File: config.mk
export PLATFORM = sky130hd
export DESIGN_NAME = addsub_unit
export DESIGN_NICKNAME = d
export VERILOG_FILES = /design/src/rtl/addsub_pkg.sv /design/src/rtl/addsub_bsel.sv /design/src/rtl/addsub_core.sv /design/src/rtl/addsub_crf.sv /design/src/rtl/addsub_unit.sv
export SDC_FILE = /design/constraint.sdc
export NUM_CORES = 1
export LEC_CHECK = 0
export CORE_MARGIN = 2
export CORE_UTILIZATION = 45
export CTS_CLUSTER_SIZE = 30
export DETAILED_ROUTE_END_ITERATION = 16
export PLACE_DENSITY_LB_ADDON = 0.15
export SLEW_MARGIN = 20
export SYNTH_ARGS = -nofsm -noshare
export SYNTH_HDL_FRONTEND = slang
export SYNTH_SLANG_ARGS = --single-unit
File: constraint.sdc
create_clock -name clk_i -period 0.8 [get_ports clk_i]
set_input_delay 0.24 -clock clk_i [delete_from_list [all_inputs] [get_ports clk_i]]
set_output_delay 0.24 -clock clk_i [all_outputs]
set_load 0.01 [all_outputs]
File: src/rtl/addsub_pkg.sv
`timescale 1ns/1ps
package addsub_pkg;

    typedef enum logic {
        OP_ADD  = 1'b0,
        OP_SUBF = 1'b1
    } op_e;

    typedef enum logic [1:0] {
        BSRC_REG  = 2'd0,
        BSRC_ZERO = 2'd1,
        BSRC_ONES = 2'd2,
        BSRC_HIGH = 2'd3
    } bsrc_e;

    // condition field, LT in the top bit
    typedef struct packed {
        logic lt;
        logic gt;
        logic eq;
        logic so;
    } crf_t;

endpackage

File: src/rtl/addsub_bsel.sv
`timescale 1ns/1ps
module addsub_bsel
    import addsub_pkg::*;
#(
    parameter int WIDTH = 32,
    parameter int IMM_W = 16
) (
    input  bsrc_e              bsrc_i,
    input  logic [WIDTH-1:0]   b_i,
    output logic [WIDTH-1:0]   b_o
);
    localparam int LOW_W = WIDTH - IMM_W;

    logic [WIDTH-1:0] high_imm;

    // immediate moved into the upper part of the word
    assign high_imm = {b_i[IMM_W-1:0], {LOW_W{1'b0}}};

    always_comb begin
        unique case (bsrc_i)
            BSRC_REG:  b_o = b_i;
            BSRC_ZERO: b_o = '0;
            BSRC_ONES: b_o = '1;
            BSRC_HIGH: b_o = high_imm;
            default:   b_o = b_i;
        endcase
    end
endmodule

File: src/rtl/addsub_core.sv
`timescale 1ns/1ps
module addsub_core #(
    parameter int WIDTH = 32
) (
    input  logic               sub_i,
    input  logic               ext_i,
    input  logic               ca_i,
    input  logic [WIDTH-1:0]   a_i,
    input  logic [WIDTH-1:0]   b_i,
    output logic [WIDTH-1:0]   sum_o,
    output logic               cout_o,
    output logic               ovf_o
);
    localparam int MSB = WIDTH - 1;

    logic [WIDTH-1:0] x_op;
    logic             cin;
    logic [WIDTH:0]   wide;

    // subtract-from is B + ~A + 1; extended forms take carry-in from state
    assign x_op = sub_i ? ~a_i : a_i;
    assign cin  = ext_i ? ca_i : sub_i;
    assign wide = {1'b0, x_op} + {1'b0, b_i} + {{WIDTH{1'b0}}, cin};

    assign sum_o  = wide[WIDTH-1:0];
    assign cout_o = wide[WIDTH];
    // adder inputs of equal sign giving a result of the other sign
    assign ovf_o  = (x_op[MSB] ~^ b_i[MSB]) & (wide[MSB] ^ x_op[MSB]);
endmodule

File: src/rtl/addsub_crf.sv
`timescale 1ns/1ps
module addsub_crf
    import addsub_pkg::*;
#(
    parameter int WIDTH = 32
) (
    input  logic [WIDTH-1:0]   res_i,
    input  logic               so_i,
    output crf_t               crf_o
);
    logic nz;

    assign nz = |res_i;

    always_comb begin
        crf_o.lt = res_i[WIDTH-1];
        crf_o.gt = nz & ~res_i[WIDTH-1];
        crf_o.eq = ~nz;
        crf_o.so = so_i;
    end
endmodule

File: src/rtl/addsub_unit.sv
`timescale 1ns/1ps
module addsub_unit
    import addsub_pkg::*;
#(
    parameter int WIDTH = 32,
    parameter int IMM_W = 16
) (
    input  logic               clk_i,
    input  logic               rst_ni,
    input  logic               op_i,
    input  logic [1:0]         bsrc_i,
    input  logic               rec_i,
    input  logic               ca_upd_i,
    input  logic               ext_i,
    input  logic               oe_i,
    input  logic [WIDTH-1:0]   a_i,
    input  logic [WIDTH-1:0]   b_i,
    input  logic               ca_i,
    input  logic               ov_i,
    input  logic               so_i,
    output logic [WIDTH-1:0]   res_o,
    output logic               ca_o,
    output logic               ov_o,
    output logic               so_o,
    output logic [3:0]         cr_o,
    output logic               cr_wr_o
);
    typedef struct packed {
        logic [WIDTH-1:0] res;
        logic             ca;
        logic             ov;
        logic             so;
        crf_t             cr;
        logic             cr_wr;
    } stage_t;

    stage_t stage_d, stage_q;

    logic [WIDTH-1:0] b_sel;
    logic [WIDTH-1:0] sum;
    logic             cout;
    logic             ovf;
    logic             so_next;
    crf_t             crf;

    addsub_bsel #(.WIDTH(WIDTH), .IMM_W(IMM_W)) u_bsel (
        .bsrc_i (bsrc_e'(bsrc_i)),
        .b_i    (b_i),
        .b_o    (b_sel)
    );

    addsub_core #(.WIDTH(WIDTH)) u_core (
        .sub_i  (op_i == OP_SUBF),
        .ext_i  (ext_i),
        .ca_i   (ca_i),
        .a_i    (a_i),
        .b_i    (b_sel),
        .sum_o  (sum),
        .cout_o (cout),
        .ovf_o  (ovf)
    );

    // sticky summary overflow feeds the recorded field
    assign so_next = oe_i ? (so_i | ovf) : so_i;

    addsub_crf #(.WIDTH(WIDTH)) u_crf (
        .res_i  (sum),
        .so_i   (so_next),
        .crf_o  (crf)
    );

    always_comb begin
        stage_d       = stage_q;
        stage_d.res   = sum;
        stage_d.ca    = (ca_upd_i | ext_i) ? cout : ca_i;
        stage_d.ov    = oe_i ? ovf : ov_i;
        stage_d.so    = so_next;
        stage_d.cr    = crf;
        stage_d.cr_wr = rec_i;
    end

    always_ff @(posedge clk_i or negedge rst_ni) begin
        if (!rst_ni) begin
            stage_q <= '0;
        end else begin
            stage_q <= stage_d;
        end
    end

    assign res_o   = stage_q.res;
    assign ca_o    = stage_q.ca;
    assign ov_o    = stage_q.ov;
    assign so_o    = stage_q.so;
    assign cr_o    = stage_q.cr;
    assign cr_wr_o = stage_q.cr_wr;


    carry_hold_chk: assert property (@(posedge clk_i) disable iff (!rst_ni)
        (!ca_upd_i && !ext_i) |=> (ca_o == $past(ca_i)));


    no_overflow_chk: assert property (@(posedge clk_i) disable iff (!rst_ni)
        !oe_i |=> ((ov_o == $past(ov_i)) && (so_o == $past(so_i))));


    so_sticky_chk: assert property (@(posedge clk_i) disable iff (!rst_ni)
        so_i |=> so_o);


    record_flag_chk: assert property (@(posedge clk_i) disable iff (!rst_ni)
        1'b1 |=> (cr_wr_o == $past(rec_i)));


    eq_flag_chk: assert property (@(posedge clk_i) disable iff (!rst_ni)
        cr_wr_o |-> (cr_o[1] == (res_o == '0)));


    sign_flag_chk: assert property (@(posedge clk_i) disable iff (!rst_ni)
        cr_wr_o |-> ((cr_o[3] == res_o[WIDTH-1]) && ($countones(cr_o[3:1]) == 1)));


    so_field_chk: assert property (@(posedge clk_i) disable iff (!rst_ni)
        cr_wr_o |-> (cr_o[0] == so_o));
endmodule

==> results of run 1 <==
repair_timing:
action / CTS
gates resized for setup: 335
hold buffers: 1
setup buffers: 48
pin swaps: 78
cloned: 1
setup endpoints to repair: 77
hold endpoints to repair: 38
cells in the mapped netlist (all sizes together), types with 2 or more instances:
library cell / number / area [um2]
a211o: 3 / 26.3
a211oi: 5 / 42.5
a21o: 6 / 52.6
a21oi: 68 / 363
a311oi: 2 / 23.8
a31oi: 6 / 43.8
and2: 3 / 21.3
buf: 6 / 46.3
clkbuf: 16 / 60.1
dfrtp: 38 / 951
fa: 2 / 40.0
ha: 31 / 388
inv: 30 / 113
mux2i: 2 / 20.0
nand2: 30 / 113
nand2b: 3 / 18.8
nand3: 6 / 35.0
nand4: 8 / 56.3
nor2: 49 / 184
nor2b: 2 / 12.5
nor3: 11 / 65.1
nor4: 3 / 25.0
o211ai: 2 / 15.0
o21a: 8 / 61.3
o21ai: 23 / 134
o21bai: 3 / 22.5
o221ai: 2 / 17.5
o31ai: 5 / 37.5
or4: 3 / 31.3
xnor2: 19 / 166
xor2: 41 / 359
metal layers:
metal	overflow	global-route usage
met4	177	1.13
met3	0	0.690
met5	0	0.141
met2	402	1.21
met1	1	0.826
stage by stage:
step	setup TNS (ns)	hold WS, ns
after CTS	-62.09	0.200
after detailed placement	-91.52	0.229
after global placement	-89.78	0.223
after floorplan	-54.84	-0.0556
logic make-up after synthesis:
group                    after synthesis  synth area share
flip-flops                            38             0.260
XOR/XNOR                              60             0.144
adder cells (fa/ha/maj)               33             0.117
AO/OA/AOI/OAI                        140             0.248
AND/OR/NAND/NOR                      122             0.162
multiplexers                           3           0.00855
buffers and inverters                 53            0.0609
==> impl_metrics.toml, run 1 <==
[global_routing]
grt-ovfl-total = 580
grt_start_max_net_pins = 39
track_usage = 0.930

[synthesis]
synthFlopType = "dfrtp_1"
synth_warnings = 0
yosysSeqAreaShare = 0.260
syn_area_per_cell_um2 = 8.15
ys_ff_latch = 38
synthesis.nets = 558
ys_types = 62
synth_edf_count = 0
async_reset_ff_frac = 1.00
synth_cells = 449
synth.cell_area_um2 = 3660

[die]
num_rows = 32
fp.dieH_um = 94.2
ioPinCount = 116
die_w_um = 94.2
start_util = 0.469

[clock_tree]
cts_root_buf = "clkbuf_8"
cts.sinks = 38
htreeDepth = 2
clk_path_buf_depth = 2
numCtsBuffers = 5

[placement]
dp_slack_ns = -3.03
io_buffers = 115
place_hpwl_um = 10300
placed_cells = 783
gp_congestion = 0.956
postPlaceCellArea_um2 = 6010

[sta]
postGrtWorstEndpoint = "cr_o[2]$_DFF_PN0_/D"
worstEpCategory = "register input"

[run_status]
first-error = "[ERROR GRT-0232] Routing congestion too high. Check the congestion heatmap in the GUI."
status = "did not finish"
stop_stage = "global routing (5_1_grt)"
==> run 2: changes to the inputs <==
--- a/config.mk
+++ b/config.mk
@@ -6,8 +6,7 @@
 export NUM_CORES = 1
 export LEC_CHECK = 0
 export CORE_MARGIN = 2
-export CORE_UTILIZATION = 45
-export CTS_CLUSTER_SIZE = 30
+export CORE_UTILIZATION = 30
 export DETAILED_ROUTE_END_ITERATION = 16
 export PLACE_DENSITY_LB_ADDON = 0.15
 export SLEW_MARGIN = 20
==> impl_metrics.toml, run 2 <==
[die]
die_area_um2 = 13100
num_rows = 40
start_util = 0.306
die_w_um = 114
fp.dieH_um = 114
core_area_um2 = 12000
ioPinCount = 116

[sta]
hold_viol_final = 0
worstMarginPinSlew_ns = 0.462
finalCriticalPeriod_ns = 3.10
setup_violations = 77
relSlewSlack = 0.692
timing.final.crit_share = 3.88
setup_ws_ns = -2.30
max_freq_ghz = 0.322
rsz0062_at_grt = "yes"
final.setup.tns_ns = -63.43
drv_slew = 0

[synthesis]
synth_cells = 449
synthFlopType = "dfrtp_1"
synth_edf_count = 0
synth_most_common_cell = "a21oi_1"
synth_area_leaders = "dfrtp_1 (26%), ha_1 (11%), xor2_1 (9.8%)"
ys_types = 62
synthesis.nets = 558
synth_warnings = 0
yosys.area.top_type = "dfrtp_1"
syn_area_per_cell_um2 = 8.15
async_reset_ff_frac = 1.00
yosys.area.top_type_share = 0.260
yosysSeqAreaShare = 0.260
ys_ff_latch = 38
synth.top_cells.by_count = "a21oi_1 (64), nor2_1 (49), xor2_1 (41)"
synth.cell_area_um2 = 3660

[detailed_routing]
vias_per_cell = 5.19
drt_iter0_markers = 354
antenna_left = 0
avgRoutedWirePerCell_um = 17.9
dr.pass1.iters = 5
drc = 0
wl_um = 15900
vias = 4623

[setup_path]
path_max_fanout = 5
critPathCapture = "cr_o[2]"
end_kind = "flip-flop"
worstPathArrival_ns = 3.28
crit_type = "in2reg"
required_ns = 0.98
critPathLaunchType = "input pin"
critPathLaunch = "b_i[15]"

[global_routing]
antenna_found_initial = 0
track_usage = 0.216
grt-ovfl-total = 0
grt_pass1_wl_um = 22000
grt_start_max_net_pins = 35
grt_pass1_vias = 4513

[worst_hold_path]
timing.hold.worst.class = "in2reg"

[clock_tree]
htreeDepth = 2
numCtsBuffers = 5
cts_root_buf = "clkbuf_16"
cts_tree = "yes"
clk_path_buf_depth = 2
cts.sinks = 38
cts.clk_slew.worst_paths_ns = 0.07

[power]
power.switching_uw = 5710
power_uw = 15300
peakVddDrop_v = 0.000880
switching_share = 0.373
p_comb_frac = 0.644
powerDensity_nw_per_um2 = 1980
seqPwrFrac = 0.176
internal_power_uw = 9610
leakagePower_uw = 0.00350
pwr-share-clk = 0.180

[placement]
placed_cells = 839
gp_congestion = 0.912
io_buffers = 115
place_hpwl_um = 10800
postPlaceCellArea_um2 = 6140

[run_status]
violations = "setup timing"
status = "finished, violations left"

[flow_run]
maxCapViolCount = 0

[final_layout]
multiInputGateArea_um2 = 3640
register_area_um2 = 951
finish.utilization = 0.646
n_fill_cell = 881
layout-drive-gt1-share = 0.589
final_net_count = 852
final_cells = 891
syn_to_final_growth_pct = 111
final_area_um2 = 7730
n_antenna_cell = 0
final_cell_mix = "buf_4 (156), clkdlybuf4s50_1 (44), buf_2 (40)"
final_common_cell = "buf_4"
largest_reg_flops = 31
run 2: cell counts after synthesis:
No cell type changed its count.
run 2: worst min-delay path by stage:
| stage | from | end | slack, ns | depth (start not counted) |
|---|---|---|---|---|
| detailed placement | rst_ni | res_o[2] | 0.09 | 1 |
| global route | ca_i | ca_o | 0.23 | 3 |
| floorplan | rst_ni | ca_o | -0.06 | 0 |
| CTS | ca_i | ca_o | 0.21 | 3 |
| global placement | rst_ni | res_o[2] | 0.09 | 1 |
| finish | ca_i | ca_o | 0.21 | 3 |
run 2: power by group through the flow:
stage / clock network [uW] / logic (uW) / registers, uW
floorplan: 0 / 3120 / 3100
global placement: 0 / 7760 / 2760
detailed placement: 0 / 7810 / 2770
CTS: 2800 / 8440 / 2710
global route: 2890 / 10500 / 2770
finish: 2760 / 9860 / 2700
run 2: what timing repair did:
| item | CTS | global route |
|---|---|---|
| pin swaps | 49 | 61 |
| endpoints found under the setup margin | 77 | 111 |
| gates cloned | 0 | 1 |
| gates resized for setup | 319 | 137 |
| hold endpoints to repair | 4 | 0 |
| hold buffers | 1 | 0 |
| buffers inserted | 33 | 25 |
run 2: final cells by class:
cell class / count / share of cell area
tap: 147 / 0.0238
timing repair buffer: 309 / 0.341
multi-input combinational: 358 / 0.471
clock buffer: 6 / 0.0180
clock inverter: 2 / 0.00777
sequential: 38 / 0.123
inverter: 31 / 0.0152
run 2: stage by stage:
step | hold slack [ns] | setup slack (ns)
after global routing | 0.235 | -2.42
after global placement | 0.0909 | -2.99
after detailed placement | 0.0927 | -3.07
after floorplan | -0.0556 | -2.44
final | 0.211 | -2.30
after CTS | 0.214 | -2.26
run 2: worst max-delay path, cell delays in order:
cell	delay (ns)
clkdlybuf4s50_1	0.52
nor2_1	0.06
nor2_1	0.18
ha_4	0.26
a21oi_2	0.24
o21ai_0	0.19
nor2_1	0.22
buf_4	0.16
nand3_4	0.08
buf_4	0.15
a211oi_4	0.25
a211oi_4	0.07
nor3_2	0.22
nand4_2	0.18
o31a_1	0.28
run 2: per-layer routing:
metal | track usage | share of wire | vias up | wire length (um)
met1 | 0.277 | 0.42 | 2258 | 6700
li1 | - | - | 2144 | -
met5 | 0 | 0 | - | 0
met3 | 0.0344 | 0.054 | 34 | 863
met4 | 0.0626 | 0.027 | 0 | 429
met2 | 0.375 | 0.50 | 187 | 7950
run 2: kinds of logic (layout without fill, tap and decap cells):
family	Yosys count	in the layout	synth area share
AO/OA/AOI/OAI	140	140	0.248
XOR/XNOR	60	60	0.144
multiplexers	3	3	0.00855
adder cells (fa/ha/maj)	33	33	0.117
buffers and inverters	53	348	0.0609
flip-flops	38	38	0.260
AND/OR/NAND/NOR	122	122	0.162
No activity file was read; power rests on OpenSTA's default activity.
==> run 3: changes to the inputs <==
--- a/config.mk
+++ b/config.mk
@@ -6,7 +6,7 @@
 export NUM_CORES = 1
 export LEC_CHECK = 0
 export CORE_MARGIN = 2
-export CORE_UTILIZATION = 30
+export CORE_UTILIZATION = 40
 export DETAILED_ROUTE_END_ITERATION = 16
 export PLACE_DENSITY_LB_ADDON = 0.15
 export SLEW_MARGIN = 20
==> impl_metrics.toml, run 3 (synthesis results as in run 2) <==
[run_status]
status = "finished, violations left"
violations = "setup timing"

[final_layout]
n_antenna_cell = 0
layout-drive-gt1-share = 0.559
final_common_cell = "buf_4"
largest_reg_flops = 31
syn_to_final_growth_pct = 110
final_cell_mix = "buf_4 (164), clkdlybuf4s50_1 (45), a21oi_1 (38), dfrtp_1 (38), buf_6 (37)"
final_cells = 858
finish.utilization = 0.874
final_net_count = 858

[die]
die_area_um2 = 9930
start_util = 0.416
core_area_um2 = 8810
fp.dieH_um = 99.7
die_w_um = 99.7
num_rows = 34
ioPinCount = 116

[flow_run]
maxCapViolCount = 0

[sta]
finalCriticalPeriod_ns = 3.28
setup_violations = 77
max_freq_ghz = 0.305
drv_slew = 0
hold_viol_final = 0
timing.hold.ws_ns = 0.205
setup_ws_ns = -2.48
timing.final.crit_share = 4.10
relSlewSlack = 0.639
rsz0062_at_grt = "yes"
worstMarginPinSlew_ns = 0.537

[setup_path]
path_max_fanout = 7
critPathLaunchType = "input pin"
cp_slowest_stage_delay_ns = 0.52
worstPathArrival_ns = 3.49
cp_num_buf_inv = 1
end_kind = "flip-flop"
crit_type = "in2reg"
path_delay_family = "simple AND/OR/NAND/NOR gates"
required_ns = 1.01
crit_chain = "clkdlybuf4s50_1 > xor2_1 > ha_2 > a21oi_2 > o21ai_1 > nor2_2 > a22oi_2 > and2_4 > xor2_2 > or4_4 > o31a_1"
cp_slowest_cell = "or4_4"

[detailed_routing]
drt_iter0_markers = 434
wl_um = 19500
drc = 0
vias_per_cell = 5.91
vias = 5073
avgRoutedWirePerCell_um = 22.7
antenna_left = 0
dr.pass1.iters = 8

[clock_tree]
cts_root_buf = "clkbuf_8"
htreeDepth = 2
cts.clk_slew.worst_paths_ns = 0.10
cts_tree = "yes"
cts.sinks = 38
clk_path_buf_depth = 2
numCtsBuffers = 5

[global_routing]
track_usage = 0.307
grt_start_max_net_pins = 39
grt_pass1_vias = 4808
antenna_found_initial = 0
grt_pass1_wl_um = 24000
grt-ovfl-total = 0

[placement]
placed_cells = 802
dp_slack_ns = -3.03
place_hpwl_um = 10600
gp_congestion = 0.933
io_buffers = 115

[worst_hold_path]
worstHoldEndpoint = "ca_o"
timing.hold.worst.class = "in2reg"
hold-path-cell-count = 3
min_from = "ext_i"

[power]
leakagePower_uw = 0.00349
powerDensity_nw_per_um2 = 2030
peakVddDrop_v = 0.00131
## run 3: how the worst max path moves through the flow
stage	startpoint	end	cells after the start
floorplan	op_i	cr_o[2]	15
global placement	ext_i	cr_o[2]	14
detailed placement	ext_i	cr_o[2]	14
CTS	ext_i	cr_o[2]	13
global route	op_i	cr_o[2]	15
finish	a_i[17]	cr_o[2]	11
## run 3: through the flow
| stage | instance area (um2) | power, uW | setup TNS, ns |
|---|---|---|---|
| floorplan | 3820 | 6230 | -54.84 |
| global placement | 6110 | 10600 | -89.17 |
| detailed placement | 6110 | 10700 | -90.76 |
| CTS | 7060 | 13800 | -62.38 |
| global route | 7690 | 16100 | -71.71 |
| finish | 7690 | 15600 | -69.11 |
## run 3: final cells by class
type | instances | area [um2]
Clock inverter | 3 | 68.8
Sequential cell | 38 | 951
Fill cell | 410 | 1110
Timing Repair Buffer | 315 | 2680
Inverter | 31 | 119
Tap cell | 108 | 135
Clock buffer | 5 | 68.8
Multi-Input combinational cell | 358 | 3670
## run 3: layer usage
layer | global-route usage | part of all wire | vias up
li1 | - | - | 2159
met1 | 0.389 | 0.36 | 2427
met2 | 0.538 | 0.49 | 375
met5 | 0 | 0 | -
met4 | 0.0927 | 0.068 | 0
met3 | 0.0478 | 0.080 | 112
## run 3: power by group
part | switching [uW] | leakage (uW) | internal, uW | total (uW)
logic | 5230 | 0.00297 | 5400 | 10600
clock network | 970 | 0.0000683 | 1250 | 2220
registers | 207 | 0.000446 | 2540 | 2750
## run 3: what timing repair did
action,CTS,global route
setup endpoints to repair,77,77
pin swaps,89,53
gates resized for setup,357,92
setup buffers,42,21
endpoints found under the hold margin,38,0
cloned,1,1
hold buffers,1,0
==> run 4: changes to the inputs <==
--- a/config.mk
+++ b/config.mk
@@ -9,6 +9,7 @@
 export CORE_UTILIZATION = 40
 export DETAILED_ROUTE_END_ITERATION = 16
 export PLACE_DENSITY_LB_ADDON = 0.15
+export SKIP_LAST_GASP = 1
 export SLEW_MARGIN = 20
 export SYNTH_ARGS = -nofsm -noshare
 export SYNTH_HDL_FRONTEND = slang
==> constraint.sdc (replaced) <==
create_clock -name clk_i -period 0.8 [get_ports clk_i]
set_input_delay 0.2 -clock clk_i [delete_from_list [all_inputs] [get_ports clk_i]]
set_output_delay 0.2 -clock clk_i [all_outputs]
set_load 0.01 [all_outputs]
==> impl_metrics.toml, run 4 (synthesis results as in run 2) <==
[detailed_routing]
vias_per_cell = 5.66
avgRoutedWirePerCell_um = 20.9
antenna_left = 0
drc = 0
drt_iter0_markers = 509
vias = 4841
wl_um = 17800
dr.pass1.iters = 6

[sta]
setup_ws_ns = -2.32
drv_slew = 0
setup_violations = 77
final.setup.tns_ns = -64.01
timing.final.crit_share = 3.90
rsz0062_at_grt = "yes"
relSlewSlack = 0.687
worstMarginPinSlew_ns = 0.465
finalCriticalPeriod_ns = 3.12
hold_viol_final = 0
max_freq_ghz = 0.321

[placement]
placed_cells = 802
io_buffers = 115
place_hpwl_um = 10700
postPlaceCellArea_um2 = 6110
gp_congestion = 0.933

[power]
seqPwrFrac = 0.181
internal_power_uw = 9030
leakagePower_uw = 0.00344
p_comb_frac = 0.671
switching_share = 0.398
pwr-share-clk = 0.147
peakVddDrop_v = 0.00130
powerDensity_nw_per_um2 = 1980
power.switching_uw = 5970

[global_routing]
grt_start_max_net_pins = 39
track_usage = 0.299
antenna_found_initial = 0
grt_pass1_vias = 4696
grt-ovfl-total = 0
grt_pass1_wl_um = 23400

[clock_tree]
numCtsBuffers = 5
cts_tree = "yes"
cts_root_buf = "clkbuf_8"
cts.sinks = 38
htreeDepth = 2
cts.clk_slew.worst_paths_ns = 0.10
clk_path_buf_depth = 2

[worst_hold_path]
timing.hold.worst.class = "in2reg"
min_from = "ext_i"
worstHoldEndpoint = "ca_o"
hold-path-cell-count = 3

[setup_path]
required_ns = 1.02
crit_type = "in2reg"
path_max_fanout = 6
end_kind = "flip-flop"
worstPathArrival_ns = 3.34
critPathLaunchType = "input pin"
critPathLaunch = "b_i[18]"

[die]
die_area_um2 = 9930
num_rows = 34
die_w_um = 99.7
fp.dieH_um = 99.7
ioPinCount = 116
core_area_um2 = 8810
start_util = 0.416

[run_status]
violations = "setup timing"
status = "finished, violations left"

[final_layout]
n_antenna_cell = 0
final_common_cell = "buf_4"
syn_to_final_growth_pct = 107
final_cell_mix = "buf_4 (161), clkdlybuf4s50_1 (54), a21oi_1 (41)"
layout-drive-gt1-share = 0.550
final_area_um2 = 7560
final_net_count = 855
final_cells = 855
largest_reg_flops = 31

[flow_run]
maxCapViolCount = 0
## run 4: worst max path at each step
stage	to	slack (ns)	cells past startpoint
after floorplan	cr_o[2]	-2.40	15
after detailed placement	cr_o[2]	-3.04	14
after global routing	cr_o[2]	-2.41	15
after global placement	cr_o[2]	-2.92	14
after CTS	cr_o[2]	-2.16	13
final	cr_o[2]	-2.32	14
## run 4: timing repair
item	4_1_cts	5_1_grt
resized for setup	310	105
setup endpoints to repair	77	77
pin swaps	61	67
endpoints found under the hold margin	38	0
cloned	1	0
buffers inserted	31	24
hold buffers	1	0
## run 4: power groups by stage
stage                     clock network, uW  registers (uW)  logic (uW)
final                                  2210            2720       10100
after global routing                   2250            2770       10600
after CTS                              2150            2710        8500
after detailed placement                  0            2760        7950
after global placement                    0            2730        7840
after floorplan                           0            3100        3120
## run 4: area by class of cell
class                           instances  area [um2]
Clock buffer                            5        68.8
Multi-Input combinational cell        358        3540
Tap cell                              108         135
Inverter                               31         118
Timing Repair Buffer                  312        2680
Clock inverter                          3        68.8
Sequential cell                        38         951
Fill cell                             453        1240
## run 4: critical path: stages
cell,delay (ns)
clkdlybuf4s50_1,0.48
a21oi_1,0.10
a21oi_1,0.26
ha_1,0.35
a21oi_1,0.27
nor2_1,0.12
nor3_2,0.23
o31ai_2,0.11
buf_4,0.15
a31oi_4,0.15
a221oi_4,0.07
nor4_2,0.35
nand4_2,0.18
o31a_1,0.32
## run 4: routing by layer
metal | track usage | vias to the layer above | part of all wire
met5 | 0 | - | 0
met4 | 0.0864 | 0 | 0.053
met3 | 0.0457 | 92 | 0.074
met2 | 0.521 | 300 | 0.49
met1 | 0.385 | 2301 | 0.38
li1 | - | 2148 | -
## run 4: through the flow
| step | total power [uW] | setup WS [ns] | hold WS, ns | utilization |
|---|---|---|---|---|
| 3_3_place_gp | 10600 | -2.92 | 0.180 | 0.694 |
| 5_1_grt | 15600 | -2.41 | 0.179 | 0.859 |
| 4_1_cts | 13400 | -2.16 | 0.157 | 0.782 |
| 6_report | 15000 | -2.32 | 0.136 | 0.859 |
| 2_1_floorplan | 6230 | -2.40 | -0.0956 | - |
| 3_5_place_dp | 10700 | -3.04 | 0.190 | 0.694 |
